$ cat config.mk
export PLATFORM = sky130hd
export DESIGN_NAME = smb_master_ctl
export DESIGN_NICKNAME = d
export VERILOG_FILES = /design/src/rtl/smb_master_ctl.sv
export SDC_FILE = /design/constraint.sdc
export NUM_CORES = 1
export LEC_CHECK = 0
export BUFFER_PORTS_ARGS = -buffer_cell sky130_fd_sc_hd__buf_4
export CAP_MARGIN = 20
export CELL_PAD_IN_SITES_DETAIL_PLACEMENT = 2
export CELL_PAD_IN_SITES_GLOBAL_PLACEMENT = 2
export CORE_MARGIN = 2
export CORE_UTILIZATION = 30
export CTS_CLUSTER_DIAMETER = 50
export DETAILED_ROUTE_END_ITERATION = 10
export MAX_ROUTING_LAYER = met4
export PLACE_DENSITY_LB_ADDON = 0.1
export SYNTH_ARGS = -nofsm -noshare
export SYNTH_HDL_FRONTEND = slang
export SYNTH_SLANG_ARGS = --single-unit
$ cat constraint.sdc
create_clock -name clk -period 3.15 [get_ports clk]
set_input_delay 0.1575 -clock clk [delete_from_list [all_inputs] [get_ports clk]]
set_output_delay 0.1575 -clock clk [all_outputs]
set_load 0.01 [all_outputs]
$ cat src/rtl/smb_master_ctl.sv
module smb_master_ctl #(
  parameter int AW = 5,
  parameter int DW = 8
) (
  input  logic          clk,
  input  logic          rst_n,
  input  logic          reg_wr,
  input  logic          reg_rd,
  input  logic [AW-1:0] reg_addr,
  input  logic [DW-1:0] reg_wdata,
  output logic [DW-1:0] reg_rdata,
  output logic          cmd_valid,
  output logic [1:0]    cmd_op,
  output logic [DW-1:0] cmd_byte,
  output logic          cmd_nack,
  input  logic          eng_done,
  input  logic          eng_ack,
  input  logic [DW-1:0] eng_rdata,
  output logic          irq
);
  localparam logic [AW-1:0] A_DATA = AW'(5'h00);
  localparam logic [AW-1:0] A_ST   = AW'(5'h02);
  localparam logic [AW-1:0] A_CST  = AW'(5'h04);
  localparam logic [AW-1:0] A_C1   = AW'(5'h06);
  localparam logic [AW-1:0] A_C2   = AW'(5'h0A);
  localparam logic [AW-1:0] A_CST3 = AW'(5'h19);
  localparam logic [1:0] OP_START = 2'd0, OP_WR = 2'd1, OP_RD = 2'd2, OP_STOP = 2'd3;

  logic en;
  logic [DW-1:0] ctl1_q, rxbuf;
  logic mode, xmit, sdast, negack, stastr, busy, eob;
  logic stop_pend, addr_ph, wr_addr, rd_dir, last_nak, eng_busy;
  logic [1:0] cur_op;

  wire wr_data = reg_wr && reg_addr == A_DATA;
  wire wr_st   = reg_wr && reg_addr == A_ST;
  wire wr_c1   = reg_wr && reg_addr == A_C1;
  wire wr_c2   = reg_wr && reg_addr == A_C2;
  wire wr_c3   = reg_wr && reg_addr == A_CST3;
  wire rd_data = reg_rd && reg_addr == A_DATA;

  wire stall_en = ctl1_q[7];
  wire nak_bit  = ctl1_q[4];
  wire eob_ie   = ctl1_q[3];
  wire ie       = ctl1_q[2];

  wire tx_ok    = mode && xmit && sdast && !stastr && !negack;
  wire rx_ready = mode && !xmit && sdast && !stastr;
  wire cont_rd  = eng_done && cur_op == OP_WR && wr_addr && eng_ack && rd_dir && !stall_en;

  logic go, go_nak;
  logic [1:0] go_op;

  always_comb begin
    go = 1'b0;
    go_op = OP_START;
    go_nak = nak_bit;
    if (en) begin
      if (cont_rd) begin
        go = 1'b1; go_op = OP_RD;
      end else if (!eng_busy) begin
        if (wr_c1 && reg_wdata[0]) begin
          go = 1'b1; go_op = OP_START;
        end else if (wr_data && tx_ok) begin
          go = 1'b1; go_op = OP_WR;
        end else if (wr_st && reg_wdata[3] && stastr && !xmit) begin
          go = 1'b1; go_op = OP_RD;
        end else if (rd_data && rx_ready && !stop_pend && !last_nak) begin
          go = 1'b1; go_op = OP_RD;
        end else if (stop_pend && !negack && !rx_ready) begin
          go = 1'b1; go_op = OP_STOP;
        end
      end
    end
  end

  always_ff @(posedge clk or negedge rst_n)
    if (!rst_n) en <= 1'b0;
    else if (wr_c2) en <= reg_wdata[0];

  always_ff @(posedge clk or negedge rst_n) begin
    if (!rst_n) begin
      ctl1_q <= '0; rxbuf <= '0;
      {mode, xmit, sdast, negack, stastr, busy, eob} <= '0;
      {stop_pend, addr_ph, wr_addr, rd_dir, last_nak, eng_busy} <= '0;
      cur_op <= OP_START;
      cmd_valid <= 1'b0; cmd_op <= OP_START; cmd_byte <= '0; cmd_nack <= 1'b0;
    end else if (!en) begin
      ctl1_q <= '0;
      {mode, xmit, sdast, negack, stastr, busy, eob} <= '0;
      {stop_pend, addr_ph, wr_addr, rd_dir, last_nak, eng_busy} <= '0;
      cmd_valid <= 1'b0;
    end else begin
      cmd_valid <= go;
      if (wr_c1) begin
        ctl1_q <= {reg_wdata[7:2], 2'b00};
        if (reg_wdata[1] && busy) stop_pend <= 1'b1;
      end
      if (wr_st) begin
        if (reg_wdata[4]) negack <= 1'b0;
        if (reg_wdata[3]) stastr <= 1'b0;
      end
      if (wr_c3 && reg_wdata[7]) eob <= 1'b0;
      if (rd_data && rx_ready) sdast <= 1'b0;

      if (eng_done) begin
        eng_busy <= 1'b0;
        case (cur_op)
          OP_START: begin
            mode <= 1'b1; xmit <= 1'b1; sdast <= 1'b1;
            addr_ph <= 1'b1; last_nak <= 1'b0;
          end
          OP_WR: begin
            if (wr_addr) xmit <= !rd_dir;
            if (!eng_ack) negack <= 1'b1;
            else if (wr_addr && stall_en) begin
              stastr <= 1'b1; sdast <= 1'b1;
            end else if (!(wr_addr && rd_dir)) sdast <= 1'b1;
          end
          OP_RD: begin
            rxbuf <= eng_rdata; sdast <= 1'b1;
          end
          default: begin
            {mode, xmit, sdast, stastr, negack, busy} <= '0;
            {stop_pend, addr_ph, last_nak} <= '0;
            eob <= 1'b1;
          end
        endcase
      end

      if (go) begin
        eng_busy <= 1'b1;
        cur_op <= go_op;
        cmd_op <= go_op;
        cmd_byte <= reg_wdata;
        cmd_nack <= go_nak;
        case (go_op)
          OP_START: busy <= 1'b1;
          OP_WR: begin
            sdast <= 1'b0; wr_addr <= addr_ph; addr_ph <= 1'b0;
            if (addr_ph) rd_dir <= reg_wdata[0];
          end
          OP_RD: begin
            sdast <= 1'b0; last_nak <= go_nak;
          end
          default: ;
        endcase
      end
    end
  end

  always_comb begin
    case (reg_addr)
      A_DATA:  reg_rdata = rxbuf;
      A_ST:    reg_rdata = {1'b0, sdast, 1'b0, negack, stastr, 1'b0, mode, xmit};
      A_CST:   reg_rdata = {6'b0, busy, busy};
      A_C1:    reg_rdata = ctl1_q;
      A_C2:    reg_rdata = {7'b0, en};
      A_CST3:  reg_rdata = {eob, 7'b0};
      default: reg_rdata = '0;
    endcase
  end

  assign irq = (ie && (sdast || negack || stastr)) || (eob_ie && eob);
endmodule


==> metrics.txt <==
status=finished clean; largest net degree at the start of global routing=41; Vert. Die Dim=between 80 and 90 um; hold-critical path depth=2; core area=7180 um2; detailed placer's ending HPWL=5280 um; cts repair resizes=0; final worst setup slack=611 ps; mapped cell area=2190 um2; first-pass GRT wire length=roughly 11,000 um; postcts setup bufs=0; Synth Instances=~220; clk_lat worst skew=290 ps; GRT Util Overall=0.196; RD Place Congestion=just under 0.8; Slew @ Worst Pin=a little under 900 ps; max cap viols=0; crit path DAT=between 2000 and 3000 ps; WP data required=3360 ps; DR vias/cell=between 5 and 6; post-synth top area cell=dfrtp_1; Post-Route M1 WL=~3200 um; filler cell count in the final layout=800; Slew Viols, Final=0; CTS tree=yes; initial drt markers=57; PD cells=about 540 nW/um2; vias in the first global route=2,014; Total Wirelength=just under 7000 um; total power=roughly 1.5 mW; average wire per standard cell=18.9 um; num ports=48; VDD IR max=0.259 mV; largest cells by area after synthesis=dfrtp_1 46%, nand2_1 5.7%, mux2_4 5.5%; most frequent cells in the layout=48 x buf_4, 40 x dfrtp_1, 33 x nand2_1; Final min period=2540 ps; reg-to-reg startpoint=stastr; worst reg2reg path depth=9; synthesized area per cell=roughly 10 um2; maximum fanout along the worst path=6; Synth Register Bits=40; CTS Sinks=40; Async SR Flop Fraction=1.00; clock-pin slew on the worst setup and hold paths=about 80 ps; post-route antenna net violation count=0; Fin Hold WS=72.6 ps; GRT Residual Overflow=0; setup violators final=0; commonest non-fill, non-tap cell in the layout=buf_4; slew margin rel.=0.411; First-pass DRT Iterations=4; Fin Setup TNS=0 ps; Ant. Diodes=0; DP Worst Slack=between 600 and 700 ps; kind of critical path=flip-flop to flip-flop; DRC=0; top cell type's share of synthesized area=0.457; Buffers on Ports=47; Final Cycle Share=0.806; Layout Nets=roughly 300; leakage=1.34 nW; flop2flop setup slack=approximately 610 ps; Clock Tree Root=clkbuf_8; clk buf depth=2; Initial Util=0.305; initial antenna violation count=0; distinct cell type count after synthesis=between 40 and 50; critical path launch point type=flip-flop; critical path endpoint category=flip-flop; detailed route wirelength on metal2=about 3400 um; clk_skew=a little under 8 ps; Die ar.=around 8000 um2; hold worst-path end=rxbuf[7]; DR vias=between 1.5k and 2k; Area growth, synth to finish=25.6%; endpoints failing hold=0; hold crit path type=primary input to flip-flop; layout cells sized above 1=0.280; Top Layer Used=met4; worst hold start=eng_rdata[7]; row count=31; cts hold-fix bufs=1; RSZ-0062 raised after global routing=no; Max Fclk=a little under 400 MHz; DIE WIDTH=slightly below 90 um; Num CTS Buffers=5; register area share after synthesis=0.457; Syn Nets=253; r2r endpoint=rd_dir; yosys warns=0; wire length on met3=229 um; fin util=0.384; number of flops mapped to enable cells by yosys=0; CTS H-tree lvls=2; Top FF cell, synth=dfrtp_1
## worst max-delay path, cell delays in order (launching register included)
cell      delay [ps]
dfrtp_1          460
nor4bb_4         350
nand3_1          120
o211a_1          260
or4_1            440
a21oi_2          210
inv_1             80
ha_1             190
o211ai_1         140
mux2i_1          220
## layout make-up
type | count | area [um2] | area share
multi-input combinational | 162 | 1120 | 0.406
sequential | 40 | 1000 | 0.363
timing repair buffer | 49 | 370 | 0.134
tap | 99 | 124 | 0.0450
clock buffer | 6 | 72.6 | 0.0264
clock inverter | 2 | 35.0 | 0.0127
inverter | 9 | 33.8 | 0.0123
## metrics by stage
stage,std cells,area [um2]
6_report,367,2750
5_1_grt,367,2750
4_1_cts,367,2750
3_5_place_dp,358,2640
3_3_place_gp,358,2640
2_1_floorplan,219,2190
## Yosys cell counts, types with 3 or more instances
cell and count:
a21oi_1 14, a21oi_2 3, a22oi_1 6, and3_1 5, clkbuf_1 5, dfrtp_1 40
ha_1 7, inv_1 7, mux2_1 5, mux2_2 4, mux2_4 8, mux2i_1 4
nand2_1 33, nand3_1 14, nand4_1 3, nor2_1 11, nor2b_1 5, nor3_1 6
o21ai_1 3
## report_power, final
part	switching (mW)	internal, mW
registers	0.0784	0.611
clock network	0.189	0.236
logic	0.187	0.180
total	0.454	1.03
## registers in the layout, indices dropped and copies added (netlist names)
register	cells
eob	1
stastr	1
rd_dir	1
negack	1
cmd_byte	8
cmd_valid	1
rxbuf	8
sdast	1
ctl1_q	6
mode	1
wr_addr	1
addr_ph	1
cur_op	2
busy	1
cmd_nack	1
xmit	1
en	1
last_nak	1
eng_busy	1
stop_pend	1
## worst max-delay path by stage
stage | startpoint | end | cells past startpoint
2_1_floorplan | sdast | rd_dir | 9
5_1_grt | stastr | rd_dir | 9
4_1_cts | stastr | rd_dir | 9
6_report | stastr | rd_dir | 9
3_5_place_dp | stastr | rd_dir | 9
3_3_place_gp | stastr | rd_dir | 9
## routing by layer
metal / track usage / up-vias
li1: - / 881
met1: 0.251 / 932
met2: 0.329 / 35
met3: 0.0286 / 4
met4: 0.0407 / 0
met5: - / -
## cells by family after synthesis
logic type	synth area share
adders and majority gates	0.0400
DFF	0.457
AOI/OAI and AO/OA	0.146
buffers and inverters	0.0337
and+or+nand+nor	0.205
muxes	0.119
No activity file was read; power rests on OpenSTA's default activity.
